<file path="config.mk">
export PLATFORM = sky130hd
export DESIGN_NAME = crs_lpbk_top
export DESIGN_NICKNAME = d
export VERILOG_FILES = /design/src/rtl/crs_lpbk_pkg.sv /design/src/rtl/crs_frame_track.sv /design/src/rtl/crs_gen.sv /design/src/rtl/lpbk_ctrl.sv /design/src/rtl/sym_steer.sv /design/src/rtl/crs_lpbk_top.sv
export SDC_FILE = /design/constraint.sdc
export NUM_CORES = 1
export LEC_CHECK = 0
export BUFFER_PORTS_ARGS = -buffer_cell sky130_fd_sc_hd__buf_2
export CAP_MARGIN = 10
export CORE_AREA = 2 2 39 41
export CTS_CLUSTER_SIZE = 25
export DETAILED_ROUTE_END_ITERATION = 10
export DIE_AREA = 0 0 41 43
export PLACE_DENSITY = 0.45
export SKIP_CTS_REPAIR_TIMING = 1
export SLEW_MARGIN = 20
export SYNTH_ARGS = -nofsm -noshare
export SYNTH_HDL_FRONTEND = slang
export SYNTH_SLANG_ARGS = --single-unit
</file>
<file path="constraint.sdc">
create_clock -name clk -period 1 [get_ports clk]
set_clock_uncertainty 0.2 [all_clocks]
set_input_delay 0.1 -clock clk [delete_from_list [all_inputs] [get_ports clk]]
set_output_delay 0.1 -clock clk [all_outputs]
set_load 0.03 [all_outputs]
</file>
<file path="src/rtl/crs_lpbk_pkg.sv">
package crs_lpbk_pkg;
  typedef enum logic [1:0] {
    LB_OFF = 2'd0,
    LB_MII = 2'd1,
    LB_DIG = 2'd2
  } lb_mode_e;

  function automatic lb_mode_e lb_decode(input logic dig, input logic mii);
    if (mii)      return LB_MII;
    else if (dig) return LB_DIG;
    else          return LB_OFF;
  endfunction
endpackage

</file>
<file path="src/rtl/crs_frame_track.sv">
module crs_frame_track (
  input  logic clk,
  input  logic rst_n,
  input  logic rx_active,
  input  logic preamble_ok,
  input  logic frame_end,
  output logic frame_open_nxt,
  output logic frame_open
);
  // frame_end and loss of activity close; preamble opens only with activity
  always_comb begin
    frame_open_nxt = frame_open;
    if (preamble_ok && rx_active) frame_open_nxt = 1'b1;
    if (frame_end || !rx_active)  frame_open_nxt = 1'b0;
  end

  always_ff @(posedge clk or negedge rst_n) begin
    if (!rst_n) frame_open <= 1'b0;
    else        frame_open <= frame_open_nxt;
  end
endmodule

</file>
<file path="src/rtl/crs_gen.sv">
module crs_gen (
  input  logic clk,
  input  logic rst_n,
  input  logic full_duplex,
  input  logic tx_active,
  input  logic frame_open_nxt,
  output logic carrier_sense
);
  logic crs_d;

  always_comb begin
    if (full_duplex) crs_d = frame_open_nxt;
    else             crs_d = frame_open_nxt | tx_active;
  end

  always_ff @(posedge clk or negedge rst_n) begin
    if (!rst_n) carrier_sense <= 1'b0;
    else        carrier_sense <= crs_d;
  end
endmodule

</file>
<file path="src/rtl/lpbk_ctrl.sv">
module lpbk_ctrl
  import crs_lpbk_pkg::*;
(
  input  logic     clk,
  input  logic     rst_n,
  input  logic     dig_loop_req,
  input  logic     mii_loop_req,
  output lb_mode_e mode_q,
  output logic     dig_path_on
);
  always_ff @(posedge clk or negedge rst_n) begin
    if (!rst_n) mode_q <= LB_OFF;
    else        mode_q <= lb_decode(dig_loop_req, mii_loop_req);
  end

  assign dig_path_on = (mode_q == LB_DIG);
endmodule

</file>
<file path="src/rtl/sym_steer.sv">
module sym_steer #(
  parameter int SYM_W = 1
) (
  input  logic             loop_on,
  input  logic [SYM_W-1:0] tx_sym,
  input  logic [SYM_W-1:0] line_rx_sym,
  output logic [SYM_W-1:0] rx_path_sym,
  output logic [SYM_W-1:0] tx_line_sym
);
  for (genvar b = 0; b < SYM_W; b++) begin : g_bit
    assign rx_path_sym[b] = loop_on ? tx_sym[b] : line_rx_sym[b];
    assign tx_line_sym[b] = tx_sym[b] & ~loop_on;
  end
endmodule

</file>
<file path="src/rtl/crs_lpbk_top.sv">
module crs_lpbk_top
  import crs_lpbk_pkg::*;
#(
  parameter int SYM_W = 1
) (
  input  logic             clk,
  input  logic             rst_n,
  input  logic             tx_active,
  input  logic             rx_active,
  input  logic             preamble_ok,
  input  logic             frame_end,
  input  logic             full_duplex,
  input  logic             dig_loop_req,
  input  logic             mii_loop_req,
  input  logic [SYM_W-1:0] tx_sym,
  input  logic [SYM_W-1:0] line_rx_sym,
  output logic [SYM_W-1:0] rx_path_sym,
  output logic [SYM_W-1:0] tx_line_sym,
  output logic             media_disconnect,
  output logic             carrier_sense
);
  logic     frame_open_nxt;
  logic     frame_open;
  lb_mode_e mode_q;
  logic     dig_on;

  crs_frame_track u_track (
    .clk(clk), .rst_n(rst_n), .rx_active(rx_active),
    .preamble_ok(preamble_ok), .frame_end(frame_end),
    .frame_open_nxt(frame_open_nxt), .frame_open(frame_open)
  );

  crs_gen u_crs (
    .clk(clk), .rst_n(rst_n), .full_duplex(full_duplex),
    .tx_active(tx_active), .frame_open_nxt(frame_open_nxt),
    .carrier_sense(carrier_sense)
  );

  lpbk_ctrl u_lp (
    .clk(clk), .rst_n(rst_n), .dig_loop_req(dig_loop_req),
    .mii_loop_req(mii_loop_req), .mode_q(mode_q), .dig_path_on(dig_on)
  );

  sym_steer #(.SYM_W(SYM_W)) u_steer (
    .loop_on(dig_on), .tx_sym(tx_sym), .line_rx_sym(line_rx_sym),
    .rx_path_sym(rx_path_sym), .tx_line_sym(tx_line_sym)
  );

  assign media_disconnect = dig_on;
endmodule

</file>
[Word level (Yosys, flattened, before mapping)]
Cells that the tools add are included.
Cells by class
  add/sub/neg operators: 0
  multiply operators: 0
  divide/modulo/power cells: 0
  $lt $le $gt $ge: 0
  equal/unequal tests: 1
  shift-type cells: 0
  multiplexer cells: 6
  bitwise operators: 3
  reduce and logical (&&, ||, !) cells: 3
Operator list (number)
  $mux 1: 4
  $mux 2: 2
  $eq 2x2->1 const B: 1
  $and 1x1->1: 1
  $logic_and 1x1->1: 1
  $logic_not 1->1: 1
  $logic_or 1x1->1: 1
  $not 1->1: 1
  $or 1x1->1: 1
Storage, ports and cells
  register bits after elaboration: 4
  latch bits: 0
  bits in writable memories: 0
  memory bits (read-only): 0
  input port bits: 11
  word-level logic and storage cells: 16
  memories: 0

[Depth between registers and ports, before layout]
Gate-level depths: netlist of the first run.
  depth in word-level cells: 5
  gate-level depth with buffers: 2

[Hierarchy]
Synthesis of the first run repeated with hierarchy kept, for this count alone.
Unflattened totals
  cells, all modules: 12
  area, all modules: 178.9 µm²
Modules (own cells, without submodules)
  lpbk_ctrl: times used 1, cells an instance 4, area an instance 77.6 µm², sequential area each 50.0 µm²
  crs_frame_track: times used 1, cells an instance 3, area an instance 41.3 µm², sequential area each 25.0 µm²
  crs_gen: times used 1, cells an instance 3, area an instance 36.3 µm², sequential area each 25.0 µm²
  sym_steer: times used 1, cells an instance 2, area an instance 23.8 µm², sequential area each 0.0 µm²

[Least setup slack after synthesis of the first run]
OpenSTA, ideal clock, no wires.
  path kind: reg-to-output
  from: register u_lp.mode_q[0]
  to: output rx_path_sym
  arrival time: 993 ps
  setup slack: -293 ps
  stages on the path, launching flop included: 3
  buffers on the path: 0
  cell sequence: dfrtp_1 > nor2b_4 > mux2_4
On the way
  longest elaborated chain between the ends: 2
Ends and longest elaborated chain
  start, declared: RTL line lpbk_ctrl.sv:8  | output lb_mode_e mode_q,
  start signal, assigned: RTL line lpbk_ctrl.sv:13  | else mode_q <= lb_decode(dig_loop_req, mii_loop_req);
  $eq 2x2->1: RTL line lpbk_ctrl.sv:16  | assign dig_path_on = (mode_q == LB_DIG);
  net media_disconnect: RTL line crs_lpbk_top.sv:19  | output logic media_disconnect,
  $mux 1: RTL line sym_steer.sv:11  | assign rx_path_sym[b] = loop_on ? tx_sym[b] : line_rx_sym[b];
  end, declared: RTL line crs_lpbk_top.sv:17  | output logic [SYM_W-1:0] rx_path_sym,
The timed path passes the listed nets, and every way through them passes these cells.

[Worst setup path after layout of the first run]
  from: register u_lp.mode_q[0]
  to: output rx_path_sym
On the way
  longest elaborated chain between the ends: 2
Ends and longest elaborated chain (RTL line)
  $eq 2x2->1: lpbk_ctrl.sv:16
  $mux 1: sym_steer.sv:11
No other way between the ends.

==> results.ini, run 1 <==
[clock_tree]
cts.clk_slew.worst_paths_ps=40
cts-root-buf=clkbuf_4
htreeDepth=1
numClockSinks=4
numCtsBuffers=3
cts_tree=built
clock_path_buffers=2
insertion_delay_ps=230

[sta]
fmax_mhz=665
setup_viol=4
maxSlewViolCount=0
hold_violations=2
rsz0062_at_grt=true
finalCritPeriodShare_pct=150
hold_slack_ps=-149
setup_ws_ps=-504
tightestPinTransition_ps=230
period_needed_ps=1500
slew_headroom_pct=84.6

[worst_setup_path]
path_delay_family=flip-flops
crit_chain=nor2b_4 > mux2_4 > buf_6
worst_setup_path_end_kind=output pin
critPathMaxStageDelay_ps=390
critPathSlowestCell=dfrtp_1
worst-path-buf-inv=1
r2r_slack_ps=80
timing.rr.start=u_track.frame_open
crit_end=rx_path_sym
cp_max_fo=3
startpoint_type=flop
cp-startpoint=u_lp.mode_q[0]
arrival_ps=1200
r2r-end=u_crs.carrier_sense
crit_type=reg -> out
required_ps=700
ff2ff_path_depth=2
cp.depth=3

[finish]
instances_no_fill=52
fin_util_pct=26.1
synthToLayoutAreaGrowth_pct=114
multi_input_area_um2=61.3
regArea_um2=100
nFillCells=148
nets=49
fin_area_um2=362
n_antenna_cell=0
post_route_cells_drive_above_1_share_pct=61.1

[power_and_ir_drop]
irDropWorstVdd_v=0.000410
power.clock.fraction_pct=41.2
switching_share_pct=23.6
p_int_uw=366
combPwrFrac_pct=22.0
leakagePower_uw=0.000188
seqPwrFrac_pct=36.8
powerDensity_mw_per_mm2=1320
switching_power_uw=113

[detailed_routing]
drc=0
dr_total_vias=169
vias_per_cell=3.25
drt_iter0_markers=0
wl_per_cell_um=8.87
wirelength_um=461
drtAntennaViolNets=0
first_pass_iters=1

[die]
num_rows=14
die_w_um=41
dieArea_mm2=0.00176
core_mm2=0.00138
start_util_pct=12.2
io_pins=15
die_y_um=43

[synth]
synthesis.nets=24
synth_cell_types=9
syn_area_um2=169
syn_area_per_cell_um2=13.0
synth-seq-cells=4
synth_top_area_share_pct=59.3
synth_area_leaders=dfrtp_1 59%, mux2_4 8.9%, nor2b_4 8.1%
synth_warnings=0
seq_area_frac_synth_pct=59.3
synth_top_cell_by_area=dfrtp_1
syn_inst=13

[hold_path]
min_path_type=in -> reg
hold_path.startpoint=frame_end

[global_route]
grt_max_degree=5
grt_util_all_layers_pct=5.95
grt_pass1_wl_um=621
grt_pass1_vias=160
grt_antenna_before_repair=0
overflow=0

[placed_design]
dpl_cell_area_um2=267
gp_congestion=0.592
port-buffer-count=14
dp_hpwl_um=380
place_inst=44

[outcome]
status=finished with violations
failed_checks=hold timing, setup timing

[job]
maxCapViolations=0

[worst reg2reg max path: cells and delay by family, from the launching register on]
kind             cells  cell delay, ps
AND/OR/NAND/NOR      1             150
flip-flops           1             350
AO/OA/AOI/OAI        1             100
[flip-flops by register name (all words and copies together) (netlist names)]
signal               count
u_lp.mode_q              2
u_crs.carrier_sense      1
u_track.frame_open       1
[power by group through the flow]
stage,Clock [µW],Sequential [µW],Combinational [µW]
detailed placement,0,178,78.5
CTS,208,176,78.5
global placement,0,177,78.7
global route,219,177,113
floorplan,0,184,34.8
finish,198,176,105
[cell usage after synthesis, drive strengths merged]
master / count
and2b: 1
dfrtp: 4
inv: 2
mux2: 1
nor2: 1
nor2b: 2
nor3: 1
o32ai: 1
[cell usage in the layout, fill, tap and decap left out]
| cell | count |
|---|---|
| dfrtp_1 | 4 |
| inv_1 | 2 |
| mux2_4 | 1 |
| o32ai_1 | 1 |
| nor2b_1 | 1 |
| clkbuf_4 | 3 |
| dlygate4sd3_1 | 4 |
| buf_6 | 4 |
| nor2b_4 | 1 |
| buf_2 | 10 |
| buf_4 | 2 |
| nor3_1 | 1 |
| and2b_2 | 1 |
| nor2_1 | 1 |
[area by class of cell]
cell class,instances,share of cell area (%)
Sequential cell,4,27.7
Timing Repair Buffer,20,41.5
Tap cell,16,5.54
Inverter,2,2.08
Clock buffer,3,6.23
Multi-Input combinational cell,7,17.0
[stage by stage]
| stage | setup TNS, ps | power (µW) | setup WS, ps |
|---|---|---|---|
| 6_report | -1330 | 479 | -504 |
| 5_1_grt | -1490 | 509 | -543 |
| 4_1_cts | -1450 | 462 | -552 |
| 3_5_place_dp | -618 | 256 | -298 |
| 3_3_place_gp | -569 | 256 | -279 |
| 2_1_floorplan | -525 | 218 | -293 |
[layer usage]
layer / track usage (%) / vias to the layer above / wire length [µm] / share of wire [%]
li1: - / 89 / - / -
met3: 4.71 / 0 / 90 / 20
met2: 4.38 / 15 / 154 / 33
met4: 8.00 / 0 / 0 / 0
met1: 7.84 / 65 / 216 / 47
met5: 0 / - / 0 / 0
[kinds of logic (layout without fill, tap and decap cells)]
group                  count (synthesis)  count (layout)  share of synthesized area (%)
multiplexers                           1               1                           8.89
buffers and inverters                  2              25                           4.45
flip-flops                             4               4                           59.3
AO/OA/AOI/OAI                          1               1                           5.19
AND/OR/NAND/NOR                        5               5                           22.2
[worst min-delay path by stage]
stage / cells after the start / end / slack, ps
floorplan: 0 / u_crs.carrier_sense / -400
global placement: 1 / u_crs.carrier_sense / -290
detailed placement: 1 / u_crs.carrier_sense / -290
CTS: 1 / u_lp.mode_q[1] / -540
global route: 2 / u_track.frame_open / -150
finish: 2 / u_track.frame_open / -150
(Power assumes the default switching activity.)
==> run 2: changes to the inputs <==
--- a/config.mk
+++ b/config.mk
@@ -11,7 +11,7 @@
 export CTS_CLUSTER_SIZE = 25
 export DETAILED_ROUTE_END_ITERATION = 10
 export DIE_AREA = 0 0 41 43
-export PLACE_DENSITY = 0.45
+export PLACE_DENSITY = 0.44
 export SKIP_CTS_REPAIR_TIMING = 1
 export SLEW_MARGIN = 20
 export SYNTH_ARGS = -nofsm -noshare
==> constraint.sdc (replaced) <==
create_clock -name clk -period 1.78 [get_ports clk]
set_clock_uncertainty 0.2 [all_clocks]
set_input_delay 0.178 -clock clk [delete_from_list [all_inputs] [get_ports clk]]
set_output_delay 0.178 -clock clk [all_outputs]
set_load 0.03 [all_outputs]
==> results.ini, run 2 (same netlist as run 1, synthesis figures left out) <==
[outcome]
status=finished with violations
failed_checks=hold timing

[finish]
post_route_cells_drive_above_1_share_pct=57.1
synthToLayoutAreaGrowth_pct=96.3
top_regs=u_lp.mode_q: 2 flops, u_crs.carrier_sense: 1 flops, u_track.frame_open: 1 flops
final_common_cell=buf_2
instances_no_fill=51
n_antenna_cell=0
fin_util_pct=24.0
nets=48
largest_register_ffs=2
final_cell_mix=14 x buf_2, 5 x dlygate4sd3_1, 4 x dfrtp_1
largest_register=u_lp.mode_q

[sta]
tightestPinTransition_ps=275
finalCritPeriodShare_pct=89.8
setup_tns_ps=0
setup_viol=0
slew_headroom_pct=81.6
hold_slack_ps=-9.36
period_needed_ps=1600
rsz0062_at_grt=false
maxSlewViolCount=0
hold_violations=1
fmax_mhz=626

[power_and_ir_drop]
powerDensity_mw_per_mm2=789
irDropWorstVdd_v=0.000292
power.clock.fraction_pct=43.1
p_int_uw=198
leakagePower_uw=0.000175
switching_share_pct=24.3
seqPwrFrac_pct=37.5
total_power_uw=262
switching_power_uw=63.4
combPwrFrac_pct=19.3

[clock_tree]
cts.clk_slew.worst_paths_ps=40
numCtsBuffers=3
htreeDepth=1
cts-root-buf=clkbuf_4
clock_path_buffers=2
numClockSinks=4
insertion_delay_ps=230
cts_tree=built

[hold_path]
min_path_type=in -> reg

[die]
start_util_pct=12.2
die_y_um=43
core_mm2=0.00138
die_w_um=41
dieArea_mm2=0.00176
num_rows=14
io_pins=15

[worst_setup_path]
critPathMaxStageDelay_ps=380
arrival_ps=1220
startpoint_type=flop
cp_max_fo=3
crit_type=reg -> out
required_ps=1400
critPathSlowestCell=dfrtp_1
worst_setup_path_end_kind=output pin
crit_chain=nor2b_4 > mux2_4 > buf_2

[placed_design]
port-buffer-count=14
place_inst=43
gp_congestion=0.572

[global_route]
grt_antenna_before_repair=0
grt_pass1_vias=156
grt_util_all_layers_pct=5.45
overflow=0
grt_max_degree=5
grt_pass1_wl_um=552

[detailed_routing]
vias_per_cell=3.49
wirelength_um=415
first_pass_iters=1
dr_total_vias=178
drc=0
wl_per_cell_um=8.14
drt_iter0_markers=0
drtAntennaViolNets=0

[job]
maxCapViolations=0

-- run 2: cell count changes in the layout (fill, tap and decap cells not counted) --
cell,previous run,this run
buf_6,4,0
buf_4,2,0
buf_2,10,14
dlygate4sd3_1,4,5
-- run 2: routing by layer --
metal	up-vias	wire length (µm)	track usage, %	part of all wire [%]
met3	0	67	3.14	16
met1	77	166	5.57	40
li1	86	-	-	-
met2	15	181	5.94	44
met4	0	0	8.00	0
met5	-	0	0	0
-- run 2: cell type report --
cell class	count	area [µm²]
Fill cell	149	1050
Timing Repair Buffer	19	120
Sequential cell	4	100
Multi-Input combinational cell	7	61.3
Clock buffer	3	22.5
Tap cell	16	20.0
Inverter	2	7.51
-- run 2: worst paths after layout --
check,from,end,slack [ps],cells past startpoint
setup / recovery,u_lp.mode_q[0],rx_path_sym,180,3
hold / removal,rx_active,u_track.frame_open,-9,3
hold reg to reg,u_track.frame_open,u_track.frame_open,340,2
max in group asynchronous,rst_n,u_track.frame_open,1190,2
setup reg to reg,u_track.frame_open,u_crs.carrier_sense,830,2
min in group asynchronous,rst_n,u_lp.mode_q[1],80,2
-- run 2: power groups by stage --
stage | registers [µW] | clock network [µW] | logic, µW
2_1_floorplan | 103 | 0 | 19.6
3_3_place_gp | 99.6 | 0 | 41.7
3_5_place_dp | 99.4 | 0 | 42.1
4_1_cts | 98.2 | 119 | 42.2
5_1_grt | 98.8 | 125 | 55.0
6_report | 98.2 | 113 | 50.5
-- run 2: per-stage QoR --
step / instance area (µm²) / setup WS [ps]
after floorplan: 169 / 409
after global placement: 259 / 432
after detailed placement: 259 / 420
after CTS: 282 / 166
after global routing: 332 / 124
final: 332 / 181
-- run 2: critical path, delay by kind of cell, from the launching register on --
family / cells / cell delay, ps
buffers and inverters: 1 / 170
DFF: 1 / 380
muxes: 1 / 300
and+or+nand+nor: 1 / 130
==> run 3: changes to the inputs <==
==> constraint.sdc (replaced) <==
create_clock -name clk -period 1.9 [get_ports clk]
set_clock_uncertainty 0.2 [all_clocks]
set_input_delay 0.19 -clock clk [delete_from_list [all_inputs] [get_ports clk]]
set_output_delay 0.19 -clock clk [all_outputs]
set_load 0.03 [all_outputs]
==> results.ini, run 3 (same netlist as run 1, synthesis figures left out) <==
[clock_tree]
clock_path_buffers=2
numCtsBuffers=3
cts.clk_slew.worst_paths_ps=40
cts-root-buf=clkbuf_4
htreeDepth=1
insertion_delay_ps=230
numClockSinks=4
cts_tree=built

[sta]
setup_viol=0
maxSlewViolCount=0
setup_tns_ps=0
slew_headroom_pct=86.0
setup_ws_ps=283
rsz0062_at_grt=false
hold_slack_ps=-28.4
hold_violations=2
finalCritPeriodShare_pct=85.1
tightestPinTransition_ps=210
fmax_mhz=618
period_needed_ps=1620

[power_and_ir_drop]
seqPwrFrac_pct=38.2
switching_power_uw=56.8
p_int_uw=184
irDropWorstVdd_v=0.000258
powerDensity_mw_per_mm2=749
leakagePower_uw=0.000171
switching_share_pct=23.6
combPwrFrac_pct=18.7
power.clock.fraction_pct=43.1

[placed_design]
place_inst=43
place_ws_ps=526
gp_congestion=0.557
port-buffer-count=14

[detailed_routing]
vias_per_cell=3.28
drt_iter0_markers=0
wirelength_um=355
dr_total_vias=164
first_pass_iters=1
drc=0
drtAntennaViolNets=0
wl_per_cell_um=7.10

[finish]
instances_no_fill=50
post_route_cells_drive_above_1_share_pct=58.8
nFillCells=154
final_common_cell=buf_2
top_regs=u_lp.mode_q: 2 flops, u_crs.carrier_sense: 1 flops, u_track.frame_open: 1 flops
largest_register=u_lp.mode_q
final_cell_mix=14 x buf_2, 4 x dlygate4sd3_1, 4 x dfrtp_1
fin_util_pct=23.2
n_antenna_cell=0
nets=47
synthToLayoutAreaGrowth_pct=90.4
largest_register_ffs=2

[die]
start_util_pct=12.2
die_y_um=43
num_rows=14
die_w_um=41
dieArea_mm2=0.00176
io_pins=15
core_mm2=0.00138

[global_route]
grt_pass1_wl_um=400
grt_max_degree=5
overflow=0
grt_antenna_before_repair=0
grt_pass1_vias=107
grt_util_all_layers_pct=4.25

[worst_setup_path]
cp_max_fo=3
required_ps=1510
crit_type=reg -> out
startpoint_type=flop
arrival_ps=1230
worst_setup_path_end_kind=output pin

[outcome]
failed_checks=hold timing
status=finished with violations

[job]
maxCapViolations=0

[hold_path]
min_path_type=in -> reg

## run 3: layout make-up
cell class	instances	area [µm²]	area share [%]
clock buffers	3	22.5	7.00
inverters	2	7.51	2.33
multi-input cells	7	61.3	19.1
flip-flops and latches	4	100	31.1
well taps	16	20.0	6.23
repair buffers	18	110	34.2
## run 3: path summary, 6_finish.rpt
check	startpoint	slack [ps]	endpoint	depth (start not counted)
setup / recovery	u_lp.mode_q[0]	280	rx_path_sym	3
hold / removal	dig_loop_req	-30	u_lp.mode_q[1]	2
setup reg to reg	u_track.frame_open	1010	u_crs.carrier_sense	2
hold reg to reg	u_track.frame_open	320	u_track.frame_open	2
max in group asynchronous	rst_n	1290	u_crs.carrier_sense	2
min in group asynchronous	rst_n	90	u_lp.mode_q[0]	2
## run 3: critical path, stage by stage, from the launching register on
cell and delay, ps:
dfrtp_1 380, nor2b_4 140, mux2_4 300, buf_2 170
## run 3: through the flow
step	power [µW]	area, µm²
4_1_cts	241	282
5_1_grt	253	322
6_report	241	322
3_3_place_gp	132	259
2_1_floorplan	115	169
3_5_place_dp	132	259
## run 3: power groups by stage
stage | clock network [µW] | registers, µW | logic, µW
finish | 104 | 92.0 | 45.0
global route | 111 | 92.3 | 49.9
CTS | 110 | 92.0 | 39.3
detailed placement | 0 | 93.1 | 39.3
global placement | 0 | 93.1 | 39.1
floorplan | 0 | 96.6 | 18.3
## run 3: per-layer routing
layer / up-vias / GRT usage (%) / part of all wire, %
li1: 84 / - / -
met3: 2 / 1.57 / 17
met4: 0 / 8.00 / 3.9
met2: 17 / 3.44 / 35
met1: 61 / 5.26 / 43
met5: - / 0 / 0
